### src/rtl/fst_pkg.sv
package fst_pkg;

  typedef enum logic [3:0] {
    CLS_NONE,
    CLS_WREN,
    CLS_WRDI,
    CLS_RD_LO,
    CLS_RD_HI,
    CLS_WRSR,
    CLS_PROG,
    CLS_ERASE,
    CLS_SEC_MOD,
    CLS_SUSPEND,
    CLS_RESUME,
    CLS_READ
  } cmd_cls_e;

  typedef enum logic [1:0] {
    OPK_PROG,
    OPK_SECT,
    OPK_CHIP,
    OPK_WRSR
  } op_kind_e;

  localparam logic [7:0] OPC_WREN     = 8'h06;
  localparam logic [7:0] OPC_WRDI     = 8'h04;
  localparam logic [7:0] OPC_RD_LO    = 8'h05;
  localparam logic [7:0] OPC_RD_HI    = 8'h35;
  localparam logic [7:0] OPC_WRSR     = 8'h01;
  localparam logic [7:0] OPC_PROG     = 8'h02;
  localparam logic [7:0] OPC_SE4K     = 8'h20;
  localparam logic [7:0] OPC_BE32     = 8'h52;
  localparam logic [7:0] OPC_BE64     = 8'hD8;
  localparam logic [7:0] OPC_CE_A     = 8'hC7;
  localparam logic [7:0] OPC_CE_B     = 8'h60;
  localparam logic [7:0] OPC_SEC_PROG = 8'h42;
  localparam logic [7:0] OPC_SEC_ERA  = 8'h44;
  localparam logic [7:0] OPC_SUSPEND  = 8'h75;
  localparam logic [7:0] OPC_RESUME   = 8'h7A;

  // status word bit positions
  localparam int unsigned ST_WIP = 0;
  localparam int unsigned ST_WEL = 1;
  localparam int unsigned ST_LB  = 10;
  localparam int unsigned ST_CMP = 14;
  localparam int unsigned ST_SUS = 15;

endpackage

### src/rtl/fst_cmd_decode.sv
module fst_cmd_decode
  import fst_pkg::*;
(
  input  logic [7:0] op_i,
  output cmd_cls_e   cls_o,
  output op_kind_e   kind_o
);

  always_comb begin
    cls_o  = CLS_NONE;
    kind_o = OPK_PROG;
    case (op_i)
      OPC_WREN:     cls_o = CLS_WREN;
      OPC_WRDI:     cls_o = CLS_WRDI;
      OPC_RD_LO:    cls_o = CLS_RD_LO;
      OPC_RD_HI:    cls_o = CLS_RD_HI;
      OPC_WRSR: begin
        cls_o  = CLS_WRSR;
        kind_o = OPK_WRSR;
      end
      OPC_PROG: begin
        cls_o  = CLS_PROG;
        kind_o = OPK_PROG;
      end
      OPC_SE4K, OPC_BE32, OPC_BE64: begin
        cls_o  = CLS_ERASE;
        kind_o = OPK_SECT;
      end
      OPC_CE_A, OPC_CE_B: begin
        cls_o  = CLS_ERASE;
        kind_o = OPK_CHIP;
      end
      OPC_SEC_PROG: begin
        cls_o  = CLS_SEC_MOD;
        kind_o = OPK_PROG;
      end
      OPC_SEC_ERA: begin
        cls_o  = CLS_SEC_MOD;
        kind_o = OPK_SECT;
      end
      OPC_SUSPEND:  cls_o = CLS_SUSPEND;
      OPC_RESUME:   cls_o = CLS_RESUME;
      8'h03, 8'h0B, 8'h3B, 8'h6B, 8'hBB, 8'hEB, 8'hE7, 8'h48, 8'h9F, 8'h90, 8'hAB:
                    cls_o = CLS_READ;
      default:      cls_o = CLS_NONE;
    endcase
  end

endmodule

### src/rtl/fst_op_timer.sv
module fst_op_timer
  import fst_pkg::*;
#(
  parameter int unsigned PROG_CYC = 6,
  parameter int unsigned SECT_CYC = 12,
  parameter int unsigned CHIP_CYC = 20,
  parameter int unsigned WRSR_CYC = 4
) (
  input  logic     clk_i,
  input  logic     rst_ni,
  input  logic     start_i,
  input  op_kind_e kind_i,
  input  logic     hold_i,
  output logic     active_o,
  output logic     done_o,
  output op_kind_e kind_o
);

  localparam int unsigned MAX_AB  = (PROG_CYC > SECT_CYC) ? PROG_CYC : SECT_CYC;
  localparam int unsigned MAX_CD  = (CHIP_CYC > WRSR_CYC) ? CHIP_CYC : WRSR_CYC;
  localparam int unsigned MAX_CYC = (MAX_AB > MAX_CD) ? MAX_AB : MAX_CD;
  localparam int unsigned CNT_W   = $clog2(MAX_CYC + 1);

  logic [CNT_W-1:0] cnt_q;
  logic [CNT_W-1:0] load_val;
  logic             active_q;
  op_kind_e         kind_q;

  always_comb begin
    case (kind_i)
      OPK_PROG: load_val = CNT_W'(PROG_CYC);
      OPK_SECT: load_val = CNT_W'(SECT_CYC);
      OPK_CHIP: load_val = CNT_W'(CHIP_CYC);
      default:  load_val = CNT_W'(WRSR_CYC);
    endcase
  end

  assign done_o = active_q && !hold_i && (cnt_q == CNT_W'(1));

  always_ff @(posedge clk_i or negedge rst_ni) begin
    if (!rst_ni) begin
      cnt_q    <= '0;
      active_q <= 1'b0;
      kind_q   <= OPK_PROG;
    end else if (start_i) begin
      cnt_q    <= load_val;
      active_q <= 1'b1;
      kind_q   <= kind_i;
    end else if (active_q && !hold_i) begin
      cnt_q <= cnt_q - CNT_W'(1);
      if (cnt_q == CNT_W'(1)) active_q <= 1'b0;
    end
  end

  assign active_o = active_q;
  assign kind_o   = kind_q;

endmodule

### src/rtl/fst_status_regs.sv
module fst_status_regs (
  input  logic       clk_i,
  input  logic       rst_ni,
  input  logic       set_wel_i,
  input  logic       clr_wel_i,
  input  logic       wr_en_i,
  input  logic [5:0] wr_prot_i,
  input  logic       wr_cmp_i,
  input  logic       wr_lock_i,
  input  logic       set_sus_i,
  input  logic       clr_sus_i,
  output logic       wel_o,
  output logic       sus_o,
  output logic [5:0] prot_o,
  output logic       cmp_o,
  output logic       lock_o
);

  always_ff @(posedge clk_i or negedge rst_ni) begin
    if (!rst_ni) begin
      wel_o <= 1'b0;
    end else if (clr_wel_i) begin
      wel_o <= 1'b0;
    end else if (set_wel_i) begin
      wel_o <= 1'b1;
    end
  end

  always_ff @(posedge clk_i or negedge rst_ni) begin
    if (!rst_ni) begin
      sus_o <= 1'b0;
    end else if (set_sus_i) begin
      sus_o <= 1'b1;
    end else if (clr_sus_i) begin
      sus_o <= 1'b0;
    end
  end

  // lock bit only ever rises
  always_ff @(posedge clk_i or negedge rst_ni) begin
    if (!rst_ni) begin
      prot_o <= '0;
      cmp_o  <= 1'b0;
      lock_o <= 1'b0;
    end else if (wr_en_i) begin
      prot_o <= wr_prot_i;
      cmp_o  <= wr_cmp_i;
      lock_o <= lock_o | wr_lock_i;
    end
  end

endmodule

### src/rtl/flash_status_tracker.sv
module flash_status_tracker
  import fst_pkg::*;
#(
  parameter int unsigned PROG_CYC = 6,
  parameter int unsigned SECT_CYC = 12,
  parameter int unsigned CHIP_CYC = 20,
  parameter int unsigned WRSR_CYC = 4
) (
  input  logic        clk_i,
  input  logic        rst_ni,
  input  logic        cmd_valid_i,
  input  logic [7:0]  cmd_op_i,
  input  logic [15:0] cmd_wdata_i,
  output logic        accept_o,
  output logic        reject_o,
  output logic [7:0]  rd_data_o,
  output logic [15:0] status_o,
  output logic        allow_read_o,
  output logic        allow_modify_o,
  output logic        allow_secure_o
);

  cmd_cls_e cls;
  op_kind_e dec_kind;
  op_kind_e run_kind;
  logic     active, done, hold;
  logic     wel, sus, cmp, lock;
  logic [5:0] prot;
  logic     busy, allow, acc;
  logic     start, set_sus, clr_sus;
  logic     unused_wdata;

  assign unused_wdata = ^{cmd_wdata_i[15], cmd_wdata_i[13:11], cmd_wdata_i[9:8], cmd_wdata_i[1:0]};

  fst_cmd_decode u_dec (
    .op_i   (cmd_op_i),
    .cls_o  (cls),
    .kind_o (dec_kind)
  );

  assign busy           = active && !sus;
  assign allow_read_o   = !busy;
  assign allow_modify_o = !active && wel;
  assign allow_secure_o = !active && wel && !lock;

  always_comb begin
    case (cls)
      CLS_WREN, CLS_WRDI, CLS_READ:  allow = !busy;
      CLS_RD_LO, CLS_RD_HI:          allow = 1'b1;
      CLS_WRSR, CLS_PROG, CLS_ERASE: allow = allow_modify_o;
      CLS_SEC_MOD:                   allow = allow_secure_o;
      CLS_SUSPEND:                   allow = busy && (run_kind != OPK_WRSR);
      CLS_RESUME:                    allow = sus;
      default:                       allow = 1'b0;
    endcase
  end

  assign acc     = cmd_valid_i && allow;
  assign start   = acc && (cls inside {CLS_WRSR, CLS_PROG, CLS_ERASE, CLS_SEC_MOD});
  assign set_sus = acc && (cls == CLS_SUSPEND);
  assign clr_sus = acc && (cls == CLS_RESUME);
  assign hold    = sus || set_sus;

  fst_op_timer #(
    .PROG_CYC (PROG_CYC),
    .SECT_CYC (SECT_CYC),
    .CHIP_CYC (CHIP_CYC),
    .WRSR_CYC (WRSR_CYC)
  ) u_timer (
    .clk_i    (clk_i),
    .rst_ni   (rst_ni),
    .start_i  (start),
    .kind_i   (dec_kind),
    .hold_i   (hold),
    .active_o (active),
    .done_o   (done),
    .kind_o   (run_kind)
  );

  fst_status_regs u_regs (
    .clk_i     (clk_i),
    .rst_ni    (rst_ni),
    .set_wel_i (acc && (cls == CLS_WREN)),
    .clr_wel_i (done || (acc && (cls == CLS_WRDI))),
    .wr_en_i   (acc && (cls == CLS_WRSR)),
    .wr_prot_i (cmd_wdata_i[7:2]),
    .wr_cmp_i  (cmd_wdata_i[ST_CMP]),
    .wr_lock_i (cmd_wdata_i[ST_LB]),
    .set_sus_i (set_sus),
    .clr_sus_i (clr_sus),
    .wel_o     (wel),
    .sus_o     (sus),
    .prot_o    (prot),
    .cmp_o     (cmp),
    .lock_o    (lock)
  );

  assign status_o = {sus, cmp, 3'b000, lock, 2'b00, prot, wel, busy};

  always_ff @(posedge clk_i or negedge rst_ni) begin
    if (!rst_ni) begin
      accept_o  <= 1'b0;
      reject_o  <= 1'b0;
      rd_data_o <= '0;
    end else begin
      accept_o <= acc;
      reject_o <= cmd_valid_i && !allow;
      if (acc && cls == CLS_RD_LO) rd_data_o <= status_o[7:0];
      if (acc && cls == CLS_RD_HI) rd_data_o <= status_o[15:8];
    end
  end

endmodule

### config.mk
export PLATFORM = sky130hd
export DESIGN_NAME = flash_status_tracker
export DESIGN_NICKNAME = d
export VERILOG_FILES = /design/src/rtl/fst_pkg.sv /design/src/rtl/fst_cmd_decode.sv /design/src/rtl/fst_op_timer.sv /design/src/rtl/fst_status_regs.sv /design/src/rtl/flash_status_tracker.sv
export SDC_FILE = /design/constraint.sdc
export NUM_CORES = 1
export LEC_CHECK = 0
export BUFFER_PORTS_ARGS = -buffer_cell sky130_fd_sc_hd__buf_2
export CAP_MARGIN = 20
export CELL_PAD_IN_SITES_DETAIL_PLACEMENT = 1
export CELL_PAD_IN_SITES_GLOBAL_PLACEMENT = 1
export CORE_MARGIN = 2
export CORE_UTILIZATION = 24
export CTS_CLUSTER_DIAMETER = 200
export DETAILED_ROUTE_END_ITERATION = 16
export GPL_TIMING_DRIVEN = 0
export PLACE_DENSITY = 0.55
export SYNTH_ARGS = -nofsm -noshare
export SYNTH_HDL_FRONTEND = slang
export SYNTH_SLANG_ARGS = --single-unit
### constraint.sdc
create_clock -name clk_i -period 5.5 [get_ports clk_i]
set_input_delay 1.65 -clock clk_i [delete_from_list [all_inputs] [get_ports clk_i]]
set_output_delay 1.65 -clock clk_i [all_outputs]
set_load 0.05 [all_outputs]
==> After elaboration in Yosys (flattened, before gate mapping) <==
Index checks and enable logic that the tools add are counted.
{ "totals": {"regBits": 28, "in_bits": 27, "output_inout_bits": 29, "elab_cells": 109} }
{ "classes": {"n_addsub": 1, "n_eq_ne": 41, "mux": 15, "bitwise_logic": 1, "n_reduce_logical": 40} }
{ "op_table": {"columns": ["cell", "count"], "rows": [
  ["$eq 8x7->1 const B", 8],
  ["$eq 8x8->1 const B", 8],
  ["$pmux 4 s11", 1],
  ["$eq 8x3->1 const B", 3],
  ["$eq 8x6->1 const B", 3],
  ["$eq 4x3->1 const B", 4],
  ["$eq 4x4->1 const B", 4],
  ["$eq 8x2->1 const B", 2],
  ["$logic_and 1x1->1", 16],
  ["$mux 8", 2],
  ["$pmux 5 s3", 1],
  ["$reduce_or 11->1", 1],
  ["$mux 5", 2],
  ["$reduce_bool 2->1", 5],
  ["$eq 4x2->1 const B", 2],
  ["$eq 8x1->1 const B", 1],
  ["$eq 8x4->1 const B", 1],
  ["$mux 1", 7],
  ["$logic_not 1->1", 6],
  ["$pmux 1 s6", 1],
  ["$pmux 2 s3", 1],
  ["$reduce_or 2->1", 3],
  ["$reduce_or 3->1", 2],
  ["$eq 5x1->1 const B", 1],
  ["other kinds (12)", 13]
]} }

==> Logic depth before layout (Yosys ltp) <==
{ "depth": {"ltp_word": 14, "ltp_mapped": 10, "depth_no_buf": 7} }

==> By module <==
A second synthesis with hierarchy kept.
{ "hier_totals": {"hier_cells": 218, "hier_area_um2": 2042.0} }
{ "modules_own_cells": {"columns": ["module", "instances", "cells_each", "area_per_inst_um2"], "rows": [
  ["flash_status_tracker", 1, 91, 729.4],
  ["fst_cmd_decode", 1, 65, 499.2],
  ["fst_op_timer", 1, 39, 419.2],
  ["fst_status_regs", 1, 23, 394.1]
]} }

==> Worst setup path before layout <==
No wires, ideal clock.
{ "synth_path": {"path_kind": "in2reg", "from": "input cmd_op_i[3]", "to": "register u_regs.cmp_o", "setup_ns": 0.125, "arrival_ns": 3.826, "setup_slack_ns": 1.549, "cell_stages": 7, "n_path_buf": 0, "path_cell_list": "or4b_1 or4_4 and3_4 xnor2_4 o211ai_4 o211ai_4 mux2_2"} }
{ "synth_via": {"elab_chain_cells": 8, "elab_cells_between_ends": 47, "cone_classes": "37 x eq/ne; 2 x mux; 8 x reduce/logical"} }
{ "synth_rtl": {"columns": ["item", "line_no", "text"], "rows": [
  ["from (decl)", "flash_status_tracker.sv:12", "input logic [7:0] cmd_op_i,"],
  ["$eq 8x2->1, or another cell as far along", "fst_cmd_decode.sv:12", "case (op_i)"],
  ["$reduce_or 11->1, or another cell as far along", "fst_cmd_decode.sv:12", null],
  ["$pmux 4 s11 *", "fst_cmd_decode.sv:12", null],
  ["$eq 4x3->1, or another cell as far along", "flash_status_tracker.sv:47, flash_status_tracker.sv:85", null],
  ["$reduce_or 3->1 / $reduce_or 2->1 (equally long branches)", "flash_status_tracker.sv:47", "case (cls)"],
  ["$pmux 1 s6", "flash_status_tracker.sv:47", null],
  ["$logic_and 1x1->1", "flash_status_tracker.sv:58", "assign acc = cmd_valid_i && allow;"],
  ["$logic_and 1x1->1 *", "flash_status_tracker.sv:85", ".wr_en_i (acc && (cls == CLS_WRSR)),"],
  ["to (signal assigned)", "fst_status_regs.sv:47", "cmp_o <= wr_cmp_i;"],
  ["to (decl)", "fst_status_regs.sv:15", "output logic cmp_o,"]
]} }
Every way passes the cells marked *; elsewhere a longest branch is shown, timed or not.
A chain may end at the register's enable or synchronous reset.

==> Worst setup path in the final report <==
{ "layout_path": {"from": "input cmd_op_i[7]", "to": "register u_regs.cmp_o"} }
Same word-level chain as after synthesis.

==> results.json <==
{
  "outcome": "completed",
  "ys_ff_latch": 28,
  "path_class": "in2reg",
  "yosys-top-cells-area": "dfrtp_1 (34%), mux2_2 (3.8%), buf_4 (3.7%)",
  "maxSlewHeadroom_pct": 52.3,
  "fin_tns_setup_ns": 0,
  "synth_cell_types": 58,
  "grt_util_met2_pct": 23.7,
  "fp.dieH_microns": 96.4,
  "grt_pass1_vias": 1916,
  "met3_usage_pct": 1.71,
  "hold_path.class": "reg2reg",
  "rows": 33,
  "syn_area_per_cell_sq_um": 9.18,
  "worst_pin_slew_ns": 0.706,
  "drc_errors": 0,
  "tritoncts": "yes",
  "endpoint": "u_regs.cmp_o$_DFFE_PN0P_",
  "yosysWarningCount": 0,
  "syn_area_sq_mm": 0.00205,
  "cp.required_ns": 5.68,
  "dieArea_sq_mm": 0.00929,
  "antennaDiodeCount": 0,
  "via_per_inst": 4.87,
  "io_pins": 56,
  "grt_use_total_pct": 14.0,
  "start_util_pct": 24.8,
  "r2r-end": "u_timer.kind_o[1]$_DFFE_PN0P_",
  "p_leak_nw": 1.19,
  "grt_overflow": 0,
  "fin_area_sq_mm": 0.00248,
  "vias": 1842,
  "busiest_layer": "met2",
  "fmax_mhz": 246,
  "critPathArrivalTime_ns": 4.24,
  "core_area_sq_mm": 0.00826,
  "cp-startpoint": "cmd_op_i[7]",
  "use_met1_pct": 19.5,
  "synth_common_cells": "dfrtp_1 (28), nand2_1 (18), inv_1 (12)",
  "min_period_over_period_pct": 73.8,
  "timing.rr.start": "u_regs.sus_o$_DFFE_PN0P_",
  "clock-sinks": 28,
  "power-per-cell-area_mw_per_mm2": 234,
  "ir_drop_uv": 84.2,
  "grt_pass1_wl_microns": 10100,
  "finalCriticalPeriod_ns": 4.06,
  "cts_max_path_buffers": 2,
  "syn_to_final_growth_pct": 20.9,
  "post_cts_buffers": 0,
  "synth-main-ff-cell": "dfrtp_1",
  "synth_edf_count": 0,
  "nFillCells": 981,
  "drv_cap": 0,
  "setup_viol": 0,
  "finalHoldViolCount": 0,
  "drt_pass1_iterations": 4,
  "ctsHoldBuffers": 0,
  "hpwl_microns": 4710,
  "routed_wirelength_microns": 6030,
  "setup_ws_ns": 1.44,
  "nets": 303,
  "drv_slew": 0,
  "place.port_buffers": 42,
  "final_layout_size_suffix_gt1_share_pct": 31.9,
  "antenna_found_initial": 0,
  "cts_inserted_buffers": 3,
  "gp_congestion": 0.793,
  "r2r_cells": 7,
  "dr.first_iter.drc_count": 176,
  "path_clk_slew_ns": 0.10,
  "die_w_microns": 96.4,
  "htreeDepth": 1,
  "yosysTopAreaCell": "dfrtp_1",
  "cts_resized": 0,
  "place_area_sq_mm": 0.00240,
  "rsz0062_at_grt": "false",
  "cp-start-kind": "input port",
  "cts_root_buffer": "clkbuf_8",
  "r2r_slack_ns": 2.82,
  "synthArstFlopShare_pct": 100,
  "critical_path.max_fanout": 10,
  "insertion_delay_ns": 0.28,
  "synth_top_area_share_pct": 34.2,
  "worst_clock_skew_ns": 0.00149,
  "end_kind": "register",
  "seq_area_frac_synth_pct": 34.2,
  "place_ws_ns": 1.14,
  "drtAntennaViolNets": 0,
  "synth_cells": 223,
  "wire_per_inst_microns": 16.0,
  "grt_max_degree": 29,
  "synth.most_common_cell": "dfrtp_1"
}
## worst max-delay path: stages
cell,delay (ns)
buf_2,0.11
buf_2,0.18
nor4b_1,0.50
nor4b_1,0.65
or4_1,0.26
o211ai_4,0.13
o211ai_4,0.36
mux2_2,0.39
## sequential cells by signal (all words and copies together), names as in the netlist
register / cells
rd_data_o: 8
u_timer.kind_o: 2
u_regs.sus_o: 1
reject_o: 1
accept_o: 1
u_regs.prot_o: 6
u_regs.cmp_o: 1
u_regs.wel_o: 1
u_regs.lock_o: 1
u_timer.cnt_q: 5
u_timer.active_o: 1
## routing by layer
| layer | routed length [microns] | vias up | part of all wire [%] |
|---|---|---|---|
| met3 | 272 | 4 | 4.5 |
| li1 | - | 894 | - |
| met5 | 0 | - | 0 |
| met4 | 28 | 0 | 0.46 |
| met1 | 2900 | 892 | 48 |
| met2 | 2830 | 52 | 47 |
## layout make-up
type                            count  area, sq um  area share [%]
Timing Repair Buffer               42          210            8.49
Multi-Input combinational cell    165         1190            47.9
Sequential cell                    28          701            28.3
Clock buffer                        3         41.3            1.67
Inverter                           12         45.0            1.82
Tap cell                          105          131            5.31
Clock inverter                      1         30.0            1.21
Buffer                             22          131            5.31
## cell families after synthesis
kind of cell             share of synthesized area (%)
flip-flops                                        34.2
AND/OR/NAND/NOR                                   26.6
multiplexers                                      8.25
adder cells (fa/ha/maj)                           1.22
buffers and inverters                             8.61
XOR/XNOR                                          3.48
AO/OA/AOI/OAI                                     17.5
other                                            0.183
## cells in the final DEF, fill, tap and decap left out, types with 6 or more instances in the layout
cell,count
nand2_1,18
o21ai_0,9
dfrtp_1,28
nand3_1,9
mux2_2,7
nor2_1,11
mux2i_1,6
inv_1,12
or3_1,6
nor3_1,8
buf_4,10
buf_2,51
## power breakdown
| group | internal [mW] | switching (mW) | total [mW] |
|---|---|---|---|
| clock | 0.0976 | 0.0714 | 0.169 |
| sequential | 0.227 | 0.0179 | 0.245 |
| combinational | 0.0577 | 0.107 | 0.165 |
| total | 0.382 | 0.197 | 0.579 |
## worst min-delay path by stage
| stage | from | endpoint | cells after the start |
|---|---|---|---|
| after detailed placement | rd_data_o[2]$_DFFE_PN0P_ | rd_data_o[2]$_DFFE_PN0P_ | 2 |
| after global placement | rd_data_o[6]$_DFFE_PN0P_ | rd_data_o[6]$_DFFE_PN0P_ | 2 |
| final | rd_data_o[2]$_DFFE_PN0P_ | rd_data_o[2]$_DFFE_PN0P_ | 2 |
| after global routing | rd_data_o[1]$_DFFE_PN0P_ | rd_data_o[1]$_DFFE_PN0P_ | 2 |
| after floorplan | u_timer.kind_o[1]$_DFFE_PN0P_ | u_timer.kind_o[1]$_DFFE_PN0P_ | 1 |
| after CTS | rd_data_o[2]$_DFFE_PN0P_ | rd_data_o[2]$_DFFE_PN0P_ | 2 |
## stage by stage
step | instances | hold WS (ns) | utilization (%) | power [mW]
floorplan | 227 | 0.473 | - | 0.366
global placement | 374 | 0.465 | 29.1 | 0.411
detailed placement | 374 | 0.467 | 29.1 | 0.416
CTS | 378 | 0.493 | 30.0 | 0.590
global route | 378 | 0.523 | 30.0 | 0.613
finish | 378 | 0.484 | 30.0 | 0.579
Note: power is estimated with default switching activity, not from simulation.
